==> config.mk <==
export PLATFORM = sky130hd
export DESIGN_NAME = txrst_seq
export DESIGN_NICKNAME = d
export VERILOG_FILES = /design/src/rtl/txrst_pkg.sv /design/src/rtl/txrst_sync.sv /design/src/rtl/txrst_lock_filter.sv /design/src/rtl/txrst_ctrl.sv /design/src/rtl/txrst_seq.sv
export SDC_FILE = /design/constraint.sdc
export NUM_CORES = 1
export LEC_CHECK = 0
export BUFFER_PORTS_ARGS = -buffer_cell sky130_fd_sc_hd__buf_4
export CAP_MARGIN = 30
export CORE_MARGIN = 5
export CORE_UTILIZATION = 50
export DETAILED_ROUTE_END_ITERATION = 12
export PLACE_DENSITY = 0.74
export REMOVE_ABC_BUFFERS = 1
export SLEW_MARGIN = 10
export SYNTH_ARGS = -nofsm -noshare
export SYNTH_HDL_FRONTEND = slang
export SYNTH_SLANG_ARGS = --single-unit
==> constraint.sdc <==
create_clock -name clk -period 2.1 [get_ports clk]
set_input_delay 0 -clock clk [delete_from_list [all_inputs] [get_ports clk]]
set_output_delay 0 -clock clk [all_outputs]
set_load 0.005 [all_outputs]
==> src/rtl/txrst_pkg.sv <==
// Shared types and helpers for the transmit reset sequencer.
// Assumes the clock frequency is given in Hz and fits in 32 bits.
package txrst_pkg;

    // Sequencer phases
    typedef enum logic [1:0] {
        SEQ_PWRDN = 2'd0,
        SEQ_WAIT  = 2'd1,
        SEQ_RUN   = 2'd2
    } seq_state_e;

    // Cycles needed to cover one microsecond at the given clock, rounded up
    function automatic int unsigned cycles_per_us(input int unsigned freq_hz);
        longint unsigned f;
        f = longint'(freq_hz);
        return int'((f + 64'd999_999) / 64'd1_000_000);
    endfunction

endpackage

==> src/rtl/txrst_sync.sv <==
// Multi-stage synchronizer for a single asynchronous level.
// Assumes the input is a slow level signal; the output resets to 0.
module txrst_sync #(
    parameter int unsigned STAGES = 2
) (
    input  logic clk,
    input  logic rst_n,
    input  logic async_in,
    output logic sync_out
);
    logic [STAGES-1:0] chain_q;

    // Shift the asynchronous level through the stage chain
    always_ff @(posedge clk) begin
        if (!rst_n) chain_q <= '0;
        else        chain_q <= {chain_q[STAGES-2:0], async_in};
    end

    assign sync_out = chain_q[STAGES-1];
endmodule

==> src/rtl/txrst_lock_filter.sv <==
// Lock qualifier: reports a good lock only after the synchronized lock
// level has been high for STABLE_CYCLES consecutive cycles.
// Any low cycle restarts the count from zero.
module txrst_lock_filter #(
    parameter int unsigned STABLE_CYCLES = 16
) (
    input  logic clk,
    input  logic rst_n,
    input  logic lock_s,
    output logic lock_good
);
    localparam int unsigned CW = $clog2(STABLE_CYCLES + 1);
    localparam logic [CW-1:0] FULL = CW'(STABLE_CYCLES);

    logic [CW-1:0] run_q;

    // Count consecutive high cycles, saturating at the threshold
    always_ff @(posedge clk) begin
        if (!rst_n)            run_q <= '0;
        else if (!lock_s)      run_q <= '0;
        else if (run_q != FULL) run_q <= run_q + 1'b1;
    end

    assign lock_good = (run_q == FULL);
endmodule

==> src/rtl/txrst_ctrl.sv <==
// Phase controller: power-down hold, lock wait with timeout, running.
// Outputs are derived from the next phase so that the registered copies
// change in the same edge as the phase. The datapath reset is exported as
// its next value so the top can register one copy per channel.
module txrst_ctrl
    import txrst_pkg::*;
#(
    parameter int unsigned PD_CYCLES      = 250,
    parameter int unsigned TIMEOUT_CYCLES = 2000
) (
    input  logic clk,
    input  logic rst_n,
    input  logic lock_s,
    input  logic lock_good,
    output logic pd_q,
    output logic ready_q,
    output logic txrst_d
);
    localparam int unsigned PW = $clog2(PD_CYCLES + 1);
    localparam int unsigned TW = $clog2(TIMEOUT_CYCLES + 1);
    localparam logic [PW-1:0] PD_LAST = PW'(PD_CYCLES - 1);
    localparam logic [TW-1:0] TO_LAST = TW'(TIMEOUT_CYCLES - 1);

    seq_state_e    state_q, state_d;
    logic [PW-1:0] pd_cnt_q;
    logic [TW-1:0] to_cnt_q;

    // Next-phase decision
    always_comb begin
        state_d = state_q;
        unique case (state_q)
            SEQ_PWRDN: if (pd_cnt_q == PD_LAST) state_d = SEQ_WAIT;
            SEQ_WAIT: begin
                if (lock_good)                state_d = SEQ_RUN;
                else if (to_cnt_q == TO_LAST) state_d = SEQ_PWRDN;
            end
            SEQ_RUN:   if (!lock_s) state_d = SEQ_WAIT;
            default:   state_d = SEQ_PWRDN;
        endcase
    end

    // Phase register and the phase timers, cleared on every phase change
    always_ff @(posedge clk) begin
        if (!rst_n) begin
            state_q  <= SEQ_PWRDN;
            pd_cnt_q <= '0;
            to_cnt_q <= '0;
        end else begin
            state_q  <= state_d;
            pd_cnt_q <= (state_q == SEQ_PWRDN && state_d == SEQ_PWRDN) ? pd_cnt_q + 1'b1 : '0;
            to_cnt_q <= (state_q == SEQ_WAIT  && state_d == SEQ_WAIT)  ? to_cnt_q + 1'b1 : '0;
        end
    end

    // Registered power-down and ready flags
    always_ff @(posedge clk) begin
        if (!rst_n) begin
            pd_q    <= 1'b1;
            ready_q <= 1'b0;
        end else begin
            pd_q    <= (state_d == SEQ_PWRDN);
            ready_q <= (state_d == SEQ_RUN);
        end
    end

    assign txrst_d = (state_d != SEQ_RUN);
endmodule

==> src/rtl/txrst_seq.sv <==
// Transmit reset sequencer for a bonded group of NUM_CH transmit channels.
// Holds the PLL powered down for at least 1 us plus a margin, waits for a
// qualified lock, then releases the shared datapath reset. Assumes clk is
// free-running at CLK_FREQ_HZ and pll_lock_in is asynchronous.
module txrst_seq
    import txrst_pkg::*;
#(
    parameter int unsigned NUM_CH             = 4,
    parameter int unsigned CLK_FREQ_HZ        = 250_000_000,
    parameter int unsigned PD_MARGIN_CYCLES   = 0,
    parameter int unsigned LOCK_STABLE_CYCLES = 16,
    parameter int unsigned TIMEOUT_CYCLES     = 2000,
    parameter int unsigned SYNC_STAGES        = 2
) (
    input  logic              clk,
    input  logic              rst_n,
    input  logic              pll_lock_in,
    output logic              pll_pd_out,
    output logic [NUM_CH-1:0] txd_rst,
    output logic              tx_ready
);
    localparam int unsigned PD_CYCLES = cycles_per_us(CLK_FREQ_HZ) + PD_MARGIN_CYCLES;

    logic lock_s;
    logic lock_good;
    logic txrst_d;

    txrst_sync #(.STAGES(SYNC_STAGES)) u_sync (
        .clk      (clk),
        .rst_n    (rst_n),
        .async_in (pll_lock_in),
        .sync_out (lock_s)
    );

    txrst_lock_filter #(.STABLE_CYCLES(LOCK_STABLE_CYCLES)) u_filt (
        .clk       (clk),
        .rst_n     (rst_n),
        .lock_s    (lock_s),
        .lock_good (lock_good)
    );

    txrst_ctrl #(
        .PD_CYCLES      (PD_CYCLES),
        .TIMEOUT_CYCLES (TIMEOUT_CYCLES)
    ) u_ctrl (
        .clk       (clk),
        .rst_n     (rst_n),
        .lock_s    (lock_s),
        .lock_good (lock_good),
        .pd_q      (pll_pd_out),
        .ready_q   (tx_ready),
        .txrst_d   (txrst_d)
    );

    // One registered reset copy per channel, placed near each channel
    for (genvar ch = 0; ch < NUM_CH; ch++) begin : g_ch
        always_ff @(posedge clk) begin
            if (!rst_n) txd_rst[ch] <= 1'b1;
            else        txd_rst[ch] <= txrst_d;
        end
    end
endmodule

After elaboration in Yosys (flattened, before gate mapping)
Index checks and enable logic that the tools add are counted.
- register bits after elaboration: 31
- bits in latches: 0
- memory bits (writable): 0
- ROM bits: 0
- bits of input ports: 3
- output and inout bits: 6
- word-level logic and storage cells: 32
- memories kept: 0
- add/sub/neg operators: 3
- $mul: 0
- div/mod/pow operators: 0
- $lt $le $gt $ge: 0
- equal/unequal tests: 9
- shift operators: 0
- muxes and demuxes: 5
- bitwise logic cells: 0
- reduce and logical (&&, ||, !) cells: 7
- operator list (kind ; count):
    $add 11x1->11 const B ; 1
    $eq 11x11->1 const B ; 1
    $add 8x1->8 const B ; 1
    $eq 8x8->1 const B ; 1
    $mux 2 ; 4
    $pmux 2 s3 ; 1
    $reduce_and 2->1 ; 3
    $add 5x1->5 const B ; 1
    $eq 5x5->1 const B ; 1
    $ne 5x5->1 const B ; 1
    $eq 2x1->1 const B ; 2
    $eq 2x2->1 const B ; 2
    $logic_not 2->1 ; 2
    $logic_and 1x1->1 ; 2
    $ne 2x2->1 const B ; 1

Logic depth before layout (Yosys ltp)
Gate-level depths: netlist of run 1.
- depth in word-level cells: 7
- depth in mapped cells: 7

Modules after synthesis
A second synthesis of run 1 with hierarchy kept.
- cell total of the unflattened synthesis: 141
- area total of the unflattened synthesis: 1347.5 um2
- modules (own cells, without submodules) (module ; times used ; cells each ; area an instance (um2) ; seq. area each (um2)):
    txrst_ctrl ; 1 ; 108 ; 1009.7 ; 460.4
    txrst_lock_filter ; 1 ; 24 ; 236.5 ; 100.1
    txrst_sync ; 1 ; 4 ; 52.6 ; 40.0
    txrst_seq ; 1 ; 5 ; 48.8 ; 20.0

Least setup slack after synthesis of run 1
OpenSTA, ideal clock, no wires.
- path kind: flip-flop to flip-flop
- from: register u_filt.run_q[0]
- to: register u_ctrl.pd_q
- library setup time: 117 ps
- arrival: 1314 ps
- data required time: 1983 ps
- slack: 668 ps
- stages on the path, launching flop included: 7
- path buffers: 0
- period minus slack after synthesis: 1432 ps
- path through: dfxtp_1 > inv_1 > ha_1 > nand4bb_4 > or3b_4 > a21boi_4 > nor2_1
- longest elaborated chain between the ends: 4
- ends and longest elaborated chain (element ; line ; source):
    start: declaration ; txrst_lock_filter.sv:15 ; logic [CW-1:0] run_q;
    start signal: assignment ; txrst_lock_filter.sv:21 ; else if (run_q != FULL) run_q <= run_q + 1'b1;
    $eq 5x5->1 ; txrst_lock_filter.sv:24 ; assign lock_good = (run_q == FULL);
    $mux 2 ; txrst_ctrl.sv:34 ; if (lock_good) state_d = SEQ_RUN;
    $pmux 2 s3 ; txrst_ctrl.sv:31 ; unique case (state_q)
    $logic_not 2->1 ; txrst_ctrl.sv:61 ; pd_q <= (state_d == SEQ_PWRDN);
    end signal: assignment ; txrst_ctrl.sv:61 ;
    end: declaration ; txrst_ctrl.sv:15 ; output logic pd_q,
No other way between the ends.
A chain may end at the register's enable or synchronous reset.

Final worst setup path of run 1
- from: register u_filt.run_q[0]
- to: register u_ctrl.to_cnt_q[7]
- longest elaborated chain between the ends: 6
- ends and longest elaborated chain (element ; line ; source):
    $eq 5x5->1 ; txrst_lock_filter.sv:24 ;
    $mux 2 ; txrst_ctrl.sv:34 ;
    $pmux 2 s3 ; txrst_ctrl.sv:31 ;
    $eq 2x1->1 ; txrst_ctrl.sv:51 ; to_cnt_q <= (state_q == SEQ_WAIT && state_d == SEQ_WAIT) ? to_cnt_q + 1'b1 : '0;
    $logic_and 1x1->1 ; txrst_ctrl.sv:51 ;
    $reduce_and 2->1 (no source line) ; -- ;
    end signal: assignment ; txrst_ctrl.sv:51 ;
    end: declaration ; txrst_ctrl.sv:26 ; logic [TW-1:0] to_cnt_q;
No other way between the ends.

==> flow_summary.toml, run 1 <==
[sta]
max_freq_mhz = 623.3
setup_viol = 0
hold_violations = 0
rsz0062_at_grt = "false"
tns_ns = 0
whs_ns = 0.4493
worst_pin_slew_ns = 0.3180
period_share_pct = 76.40
drv_slew = 0
skew_ns = 0.01267
period_minus_slack_ns = 1.604
maxSlewHeadroom_pct = 78.60

[placed_design]
port_buffers = 8
dpl.cell_count = 170
dpl-instance-area_sq_um = 1354
globalplace.congestion = 0.8359
dp_hpwl_mm = 1.460

[logic_synthesis]
ys_warn_count = 0
synth.distinct_cells = 28
synth_compound_area_share_pct = 3.772
synth_top_family_by_area = "simple AND/OR/NAND/NOR gates"
synthCells = 137
synthMuxAreaShare_pct = 0
synth_area_leader_cell = "dfxtp_1"
yosysSeqAreaShare_pct = 47.97
netlist_area_sq_um = 1294
avgSynthCellArea_sq_um = 9.443
synthTopCellsByArea = "dfxtp_1 (48%), xnor2_1 (8.8%), nor2_1 (8.7%), ha_1 (4.8%), xor2_1 (4.1%)"
synth_top_area_share_pct = 47.97
ys_ff_latch = 31
synth_fa_ha_area_share_pct = 4.836
synth_xor_area_share_pct = 12.86
yosys.area_share.simple_pct = 26.21

[job]
drv_cap = 0

[drt]
vias_per_cell = 5.156
vias = 928
avgRoutedWirePerCell_um = 11.11
antenna_left = 0
wl_mm = 1.999
drt-initial-drc-count = 33
first_pass_iters = 4
post-route-drc-count = 0

[finish]
layout.nets = 158
insertedDiodeCount = 0
fillers = 234
utilization_pct = 58.13
syn2layout_area_growth_pct = 11.32
drive_gt1_share_pct = 12.00
mostFrequentLayoutCell = "dfxtp_1"
final_cell_area_sq_um = 1440
fin_cells = 180
mostFrequentLayoutCells = "dfxtp_1 (31), nor2_1 (30), xnor2_1 (13)"

[setup_path]
crit_path_start_kind = "flip-flop"
worstSetupEndpointType = "flip-flop"
worstPathRequired_ns = 2.35
path_max_fanout = 9
setup.worst_path.class = "reg2reg"
arrival_ns = 1.86

[clock_tree]
clock-sinks = 31
cts_resized = 0
cts.clk_slew.worst_paths_ns = 0.10
numCtsBuffers = 5
htreeDepth = 2
cts_tree = "built"
cts_buffer_depth = 2
cts-root-buf = "clkbuf_4"
worstSkewPairLatency_ns = 0.32

[floorplanning]
initial_core_util_pct = 52.22
die_w_um = 60.87
rows = 18
dieArea_sq_um = 3705
pin_count = 9
coreArea_sq_um = 2477
die_h_um = 60.87

[grt]
grt_usage_pct = 13.15
grt_max_degree = 10
antenna_found_initial = 0
grt_pass1_wl_mm = 3.539
grt-ovfl-total = 0
grt_pass1_vias = 873

[worst_hold_path]
hold_path.class = "reg2reg"

[status]
status = "finished clean"

[power]
ir_worst_vdd_mv = 0.6028
power_density_nw_per_um2 = 671.6
leakagePower_nw = 0.4931
## timing repair
| item | CTS | global route |
|---|---|---|
| setup buffers | 0 | 0 |
| hold buffers | 3 | 0 |
| hold endpoints to repair | 6 | 0 |
## worst paths after layout
kind                            cells past startpoint               from  slack (ns)            endpoint
worst min register to register                      1  u_sync.chain_q[0]        0.45   u_sync.chain_q[1]
worst max register to register                      6    u_filt.run_q[0]        0.50  u_ctrl.to_cnt_q[7]
worst min-delay path                                1  u_sync.chain_q[0]        0.45   u_sync.chain_q[1]
worst max-delay path                                6    u_filt.run_q[0]        0.50  u_ctrl.to_cnt_q[7]
## cell families (layout without fill, tap and decap cells)
group | after synthesis | count (layout)
flip-flops | 31 | 31
AND/OR/NAND/NOR | 67 | 67
XOR/XNOR | 19 | 19
buffers and inverters | 10 | 23
adder cells (fa/ha/maj) | 5 | 5
AO/OA/AOI/OAI | 5 | 5
## synth_stat cells
cell / instances
or2_1: 1
and2_1: 2
clkbuf_1: 1
xnor2_1: 13
xor2_1: 6
dfxtp_1: 31
nor3_1: 4
a21boi_1: 1
and3_1: 2
nor2_1: 30
a21oi_1: 1
nand3_1: 8
or3_1: 1
or3b_4: 1
nand2b_1: 3
nand4b_1: 1
nand3b_1: 1
ha_1: 5
buf_6: 1
nor4_1: 2
inv_1: 5
nand4bb_4: 1
a21boi_4: 1
o22ai_1: 1
nand2_1: 8
o41a_1: 1
nand4_1: 2
buf_4: 3
## metrics by stage
step / worst slack [ns] / power, W
2_1_floorplan: 0.6685 / 0.0006302
3_3_place_gp: 0.5206 / 0.0006382
3_5_place_dp: 0.5195 / 0.0006396
4_1_cts: 0.4898 / 0.0009858
5_1_grt: 0.3587 / 0.001022
6_report: 0.4955 / 0.0009672
## routing by layer
metal | vias to the layer above | part of all wire, % | track usage (%)
met5 | - | 0 | 0
met4 | 0 | 2.2 | 6.502
met3 | 4 | 6.0 | 6.383
met2 | 20 | 44 | 20.00
met1 | 429 | 47 | 15.43
li1 | 475 | - | -
## final cells by class
class | count | area, sq um | share of cell area (%)
Sequential cell | 31 | 620.6 | 43.09
Multi-Input combinational cell | 96 | 616.8 | 42.83
Timing Repair Buffer | 11 | 90.09 | 6.255
Clock buffer | 6 | 51.30 | 3.562
Tap cell | 30 | 37.54 | 2.606
Inverter | 5 | 18.77 | 1.303
Clock inverter | 1 | 5.005 | 0.3475
## registers in the layout, summed over array words and instances, names as in the netlist
name and flops:
txd_rst 1, u_ctrl.pd_cnt_q 8, u_ctrl.pd_q 1, u_ctrl.ready_q 1
u_ctrl.state_q 2, u_ctrl.to_cnt_q 11, u_filt.run_q 5, u_sync.chain_q 2
## critical path: stages (launching register included)
cell and delay (ns):
dfxtp_1 0.41, inv_1 0.06, ha_1 0.22, nand4bb_4 0.14
nand4b_1 0.18, or2_1 0.39, nor2_1 0.14
## power breakdown
group          leakage (nW)  total (W)  switching [W]  internal, W
combinational         0.208  0.0000277      0.0000124    0.0000152
sequential            0.251   0.000602     0.00000721     0.000595
clock                0.0341   0.000337       0.000183     0.000155
No activity file was read; power rests on OpenSTA's default activity.
==> run 2: changes to the inputs <==
Settings changed: ABC_AREA set to 1, PLACE_DENSITY 0.74 to 0.76.
Clock period 2.1 ns to 1.4 ns, I/O delays scaled along.
==> run 2 against run 1 <==
  * Die area rose by 6.9%
  * Worst setup slack got worse by 0.43 ns
  * Cell area rose by 12%
  * Global-route usage rose by 0.10 points
  * Routed wire length rose by 24%
  * Fmax rose by 20%
  * Worst hold slack got worse by 0.036 ns
  * Clock skew fell by 0.0065 ns
  * Area after synthesis rose by 8.3%
  * Critical endpoint is now u_ctrl.pd_cnt_q[0]
  * Highest routed layer unchanged
==> flow_summary.toml, run 2 <==
[status]
status = "finished clean"

[sta]
setup_viol = 0
period_minus_slack_ns = 1.334
maxSlewHeadroom_pct = 77.23
max_freq_mhz = 749.9
hold_violations = 0
drv_slew = 0
period_share_pct = 95.25
skew_ns = 0.006164
worst_pin_slew_ns = 0.3404
tns_ns = 0

[drt]
vias_per_cell = 4.796
vias = 1127
first_pass_iters = 5
post-route-drc-count = 0
avgRoutedWirePerCell_um = 10.55
wl_mm = 2.480
antenna_left = 0
drt-initial-drc-count = 47

[setup_path]
path_max_fanout = 8
worstPathRequired_ns = 1.62
setup.worst_path.class = "reg2reg"
crit_path_start_kind = "flip-flop"
arrival_ns = 1.56
worstSetupEndpointType = "flip-flop"
rrSetupSlack_ns = 0.07

[logic_synthesis]
ys_ff_latch = 31
synth_edf_count = 0
synthTopCellsByArea = "dfxtp_1 (44%), nand2_1 (9.9%), nor2_1 (8.3%), inv_1 (8.0%), nand3_1 (4.6%)"
synthCells = 184
ys_warn_count = 0
synth_area_leader_cell = "dfxtp_1"
synth_top_area_share_pct = 44.29
yosysSeqAreaShare_pct = 44.29
netlist_area_sq_um = 1401
yosysMostFrequentCell = "nand2_1"
async_flop_share_pct = 0
synth_flop_cell = "dfxtp_1"
avgSynthCellArea_sq_um = 7.616
synth.top_cells.by_count = "nand2_1 (37), dfxtp_1 (31), nor2_1 (31)"
synth.distinct_cells = 22

[finish]
seq_area_sq_um = 624.3
multi_input_area_sq_um = 649.4
top_regs = "u_ctrl.to_cnt_q x11, u_ctrl.pd_cnt_q x8, u_filt.run_q x5"
regMostFlops = "u_ctrl.to_cnt_q"
insertedDiodeCount = 0
syn2layout_area_growth_pct = 14.64
utilization_pct = 59.28
layout.nets = 211
mostFrequentLayoutCell = "nand2_1"
largest_reg_flops = 11
drive_gt1_share_pct = 18.14
mostFrequentLayoutCells = "nand2_1 (37), inv_1 (29), nor2_1 (29)"
fillers = 257

[placed_design]
port_buffers = 8
dp_hpwl_mm = 1.771
globalplace.congestion = 0.8123

[floorplanning]
die_w_um = 62.94
pin_count = 9
initial_core_util_pct = 51.71
rows = 19
dieArea_sq_um = 3961
coreArea_sq_um = 2710
die_h_um = 62.94

[clock_tree]
cts-root-buf = "clkbuf_4"
numCtsBuffers = 5
cts_tree = "built"
cts_buffer_depth = 2
worstSkewPairLatency_ns = 0.33
htreeDepth = 2
cts.clk_slew.worst_paths_ns = 0.09
clock-sinks = 31

[power]
power_density_nw_per_um2 = 889.0
p_comb_share_pct = 3.1
switching_power_w = 0.0003168
leakagePower_nw = 0.6750
p_int_w = 0.001111
power.share.clock_pct = 33.7
p_sw_share_pct = 22.18
ir_worst_vdd_mv = 0.6721
sequentialPowerShare_pct = 63.1

[grt]
top_usage_layer = "met2"
grt_usage_pct = 13.25
grt-ovfl-total = 0
grt_util_met3_pct = 5.396
grt_pass1_wl_mm = 4.146
grt_max_degree = 12
use_met2_pct = 23.59
antenna_found_initial = 0
use_met1_pct = 13.20
grt_pass1_vias = 1050

[worst_hold_path]
hold_path.class = "reg2reg"

[job]
drv_cap = 0
run 2: cell types whose count changed after synthesis, moves of 3 or more:
cell,before,now
nand2b_1,3,0
xnor2_1,13,3
o21ai_0,0,3
nand3_1,8,13
a21oi_2,0,3
inv_1,5,30
nand2_1,8,37
a21oi_1,1,5
run 2: logic make-up (layout without fill, tap and decap cells):
logic type | after synthesis | count (layout) | synth area share (%)
AOI/OAI and AO/OA | 11 | 11 | 4.732
xor gates and xnor gates | 8 | 8 | 5.000
adders and majority gates | 5 | 5 | 4.464
buffers and inverters | 34 | 54 | 10.45
DFF | 31 | 31 | 44.29
and+or+nand+nor | 95 | 95 | 31.07
run 2: repair_timing:
action                                 in CTS  in global routing
hold buffers                                3                  0
gates resized for setup                     0                  9
setup endpoints to repair                   0                 19
endpoints found under the hold margin       7                  0
setup buffers                               0                  2
run 2: worst max-delay path: stages (launching register included):
cell and delay (ns):
dfxtp_2 0.34, inv_1 0.04, ha_1 0.19, nand2_1 0.08, inv_2 0.06, a21oi_2 0.15, buf_4 0.13, nand2_2 0.08
nand3_4 0.13, nor2_1 0.05
run 2: area by class of cell:
class / count / share of cell area, %
clock buffer: 7 / 2.804
clock inverter: 1 / 0.3115
inverter: 30 / 7.009
multi-input combinational: 119 / 40.42
sequential: 31 / 38.86
tap: 31 / 2.414
timing repair buffer: 16 / 8.178
run 2: final timing paths:
| kind | from | depth (start not counted) | endpoint |
|---|---|---|---|
| max | u_filt.run_q[0] | 9 | u_ctrl.pd_cnt_q[0] |
| min | u_sync.chain_q[0] | 2 | u_sync.chain_q[1] |
| max reg2reg | u_filt.run_q[0] | 9 | u_ctrl.pd_cnt_q[0] |
| min reg2reg | u_sync.chain_q[0] | 2 | u_sync.chain_q[1] |
run 2: power groups by stage:
stage	clock, W	combinational (W)	sequential (W)
floorplan	0	0.0000242	0.000921
global route	0.000550	0.0000524	0.000903
CTS	0.000498	0.0000445	0.000901
finish	0.000482	0.0000449	0.000901
detailed placement	0	0.0000380	0.000922
global placement	0	0.0000349	0.000921
run 2: layer usage:
layer	share of wire, %	up-vias
met5	0	-
met4	1.7	0
met3	4.4	5
met2	51	19
met1	43	501
li1	-	602
run 2: metrics by stage:
step	instances	cell area, sq um	power [W]	worst slack, ns	hold WS (ns)
2_1_floorplan	180	1368	0.0009448	-0.004885	0.06901
3_3_place_gp	222	1489	0.0009560	0.08895	0.1842
3_5_place_dp	222	1489	0.0009600	0.03538	0.1979
4_1_cts	233	1569	0.001444	0.01742	0.4130
5_1_grt	235	1607	0.001506	-0.01680	0.4311
6_report	235	1607	0.001428	0.06648	0.4130
==> run 3: changes to the inputs <==
Settings changed: MAX_ROUTING_LAYER set to met4, SYNTH_HIERARCHICAL set to 1.
==> run 3 against run 2 <==
  * Non-clock buffer count up 8
  * Register-to-register slack lost 0.06 ns
  * Highest routed layer unchanged
  * Global-route usage grew 2.7 points
  * Clock skew rose by 0.0067 ns
  * Critical path type unchanged
  * Worst hold slack improved by 0.0042 ns
  * Utilization increased by 6.1 points
  * Largest cell class unchanged
  * Power is 18% higher
==> flow_summary.toml, run 3 <==
[status]
status = "finished clean"

[floorplanning]
dieArea_sq_um = 3985
rows = 19
initial_core_util_pct = 51.62
pin_count = 9
die_h_um = 63.13
coreArea_sq_um = 2734
die_w_um = 63.13

[drt]
wl_mm = 2.906
wl_met2_mm = 1.551
drt-initial-drc-count = 28
avgRoutedWirePerCell_um = 11.91
vias_per_cell = 5.143
met1_length_mm = 1.190
vias = 1255
first_pass_iters = 4
wl_met3_um = 107
antenna_left = 0
highest_layer = "met4"
post-route-drc-count = 0

[job]
drv_cap = 0

[clock_tree]
cts-root-buf = "clkbuf_4"
worstSkewPairLatency_ns = 0.34
clock-sinks = 31
cts_tree = "built"
htreeDepth = 2
cts.clk_slew.worst_paths_ns = 0.10
numCtsBuffers = 5
cts_buffer_depth = 2

[logic_synthesis]
ys_ff_latch = 31
async_flop_share_pct = 0
synth_area_leader_cell = "dfxtp_1"
yosysSeqAreaShare_pct = 43.97
yosys.area_share.simple_pct = 31.12
synth_edf_count = 0
synth.top_cells.by_count = "nand2_1 (34), dfxtp_1 (31), inv_1 (28), nor2_1 (28), nand3_1 (18)"
ys_warn_count = 6
synth_top_area_share_pct = 43.97
synthTopCellsByArea = "dfxtp_1 (44%), nand2_1 (9.0%), inv_1 (7.4%), nor2_1 (7.4%), nand3_1 (6.4%)"
netlist_area_sq_um = 1411
synthCells = 185
synth_flop_cell = "dfxtp_1"
synth_top_family_by_area = "simple AND/OR/NAND/NOR gates"
synthMuxAreaShare_pct = 0
synth.distinct_cells = 21
synth_xor_area_share_pct = 5.585
avgSynthCellArea_sq_um = 7.629
synth_fa_ha_area_share_pct = 4.433
yosysMostFrequentCell = "nand2_1"
synth_compound_area_share_pct = 5.053

[sta]
worst_pin_slew_ns = 0.3643
skew_ns = 0.01287
period_share_pct = 99.35
drv_slew = 0
hold_violations = 0
rsz0062_at_grt = "true"
whs_ns = 0.4171
max_freq_mhz = 719.0
period_minus_slack_ns = 1.391
maxSlewHeadroom_pct = 75.52
setup_viol = 0

[setup_path]
crit_path_start_kind = "flip-flop"
rrSetupSlack_ns = 0.009
worstSetupEndpointType = "flip-flop"
arrival_ns = 1.62
worstPathRequired_ns = 1.63
setup.worst_path.class = "reg2reg"
path_max_fanout = 8

[finish]
seq_area_sq_um = 624.3
multi_input_area_sq_um = 729.5
largest_reg_flops = 11
top_regs = "u_ctrl/to_cnt_q x11, u_ctrl/pd_cnt_q x8, u_filt/run_q x5"
layout.nets = 220
mostFrequentLayoutCell = "nand2_1"
insertedDiodeCount = 0
mostFrequentLayoutCells = "nand2_1 (32), dfxtp_1 (28), inv_1 (24), nor2_1 (24), buf_4 (18)"
syn2layout_area_growth_pct = 26.60
regMostFlops = "u_ctrl/to_cnt_q"
drive_gt1_share_pct = 28.17
fillers = 223

[grt]
grt_max_degree = 11
antenna_found_initial = 0
grt_pass1_wl_mm = 4.843
grt-ovfl-total = 0
grt_usage_pct = 15.96
grt_pass1_vias = 1180

[power]
power_w = 0.001691
power_density_nw_per_um2 = 946.6
leakagePower_nw = 0.7197
ir_worst_vdd_mv = 0.8554

[placed_design]
dp_hpwl_mm = 1.953
globalplace.congestion = 0.8184
port_buffers = 8

[worst_hold_path]
hold_path.class = "reg2reg"
==> run 3: changes by cell type in the layout (fill, tap and decap cells not counted), sizes merged, moves of 2 or more <==
cell / delta
a21oi: +3
buf: +8
nand2: -3
nand3: +4
nand4: +3
nor2: -2
o21ai: -2
==> run 3: repair_timing <==
action | 4_1_cts | 5_1_grt
gates resized for setup | 22 | 8
hold buffers | 3 | 0
buffers inserted | 1 | 3
cloned | 1 | 0
endpoints found under the setup margin | 21 | 19
endpoints found under the hold margin | 7 | 0
pin swaps | 3 | 3
==> run 3: final timing paths <==
path	startpoint	end	cells after the start
min	u_ctrl/to_cnt_q[0]	u_ctrl/to_cnt_q[0]	1
max reg2reg	u_filt/run_q[0]	u_ctrl/pd_cnt_q[7]	11
max	u_filt/run_q[0]	u_ctrl/pd_cnt_q[7]	11
min reg2reg	u_ctrl/to_cnt_q[0]	u_ctrl/to_cnt_q[0]	1
==> run 3: stage by stage <==
stage               setup TNS, ns  setup WS (ns)  utilization (%)  cells  instance area, sq um
floorplan                  -1.188        -0.1361                -    181                  1381
global placement         -0.01757       -0.01706            56.34    228                  1540
detailed placement         -1.000        -0.1245            56.34    228                  1540
CTS                             0        0.01536            63.57    241                  1738
global route              -0.8142       -0.07667            65.35    244                  1787
finish                          0       0.009155            65.35    244                  1787
==> run 3: power breakdown <==
| group | internal [W] | switching, W | leakage, nW | total [W] |
|---|---|---|---|---|
| sequential | 0.000893 | 0.00000887 | 0.252 | 0.000902 |
| clock | 0.000422 | 0.000316 | 0.0482 | 0.000738 |
| combinational | 0.0000259 | 0.0000258 | 0.419 | 0.0000518 |
| total | 0.00134 | 0.000351 | 0.720 | 0.00169 |
==> run 3: worst max-delay path, stage by stage, from the launching register on <==
cell     delay, ns
dfxtp_2       0.35
inv_2         0.05
ha_4          0.15
nand2_2       0.06
inv_2         0.04
nand2_2       0.06
inv_2         0.05
nor3_4        0.15
buf_6         0.13
nand2_4       0.06
nand3_4       0.13
nor2_1        0.06
==> run 3: logic make-up (layout without fill, tap and decap cells) <==
logic type / after synthesis / after routing
xor gates and xnor gates: 9 / 9
buffers and inverters: 33 / 61
AOI/OAI and AO/OA: 12 / 12
and+or+nand+nor: 95 / 95
DFF: 31 / 31
adders and majority gates: 5 / 5
==> run 3: final cells by class <==
class / count / area share [%]
multi-input combinational: 121 / 40.83
sequential: 31 / 34.94
timing repair buffer: 24 / 11.13
inverter: 29 / 6.092
clock buffer: 6 / 2.871
tap: 31 / 2.171
clock inverter: 2 / 1.961
==> run 3: layer usage <==
| metal | global-route usage, % | vias to the layer above |
|---|---|---|
| li1 | - | 632 |
| met1 | 14.82 | 595 |
| met2 | 28.72 | 22 |
| met3 | 4.973 | 6 |
| met4 | 8.753 | 0 |
| met5 | - | - |
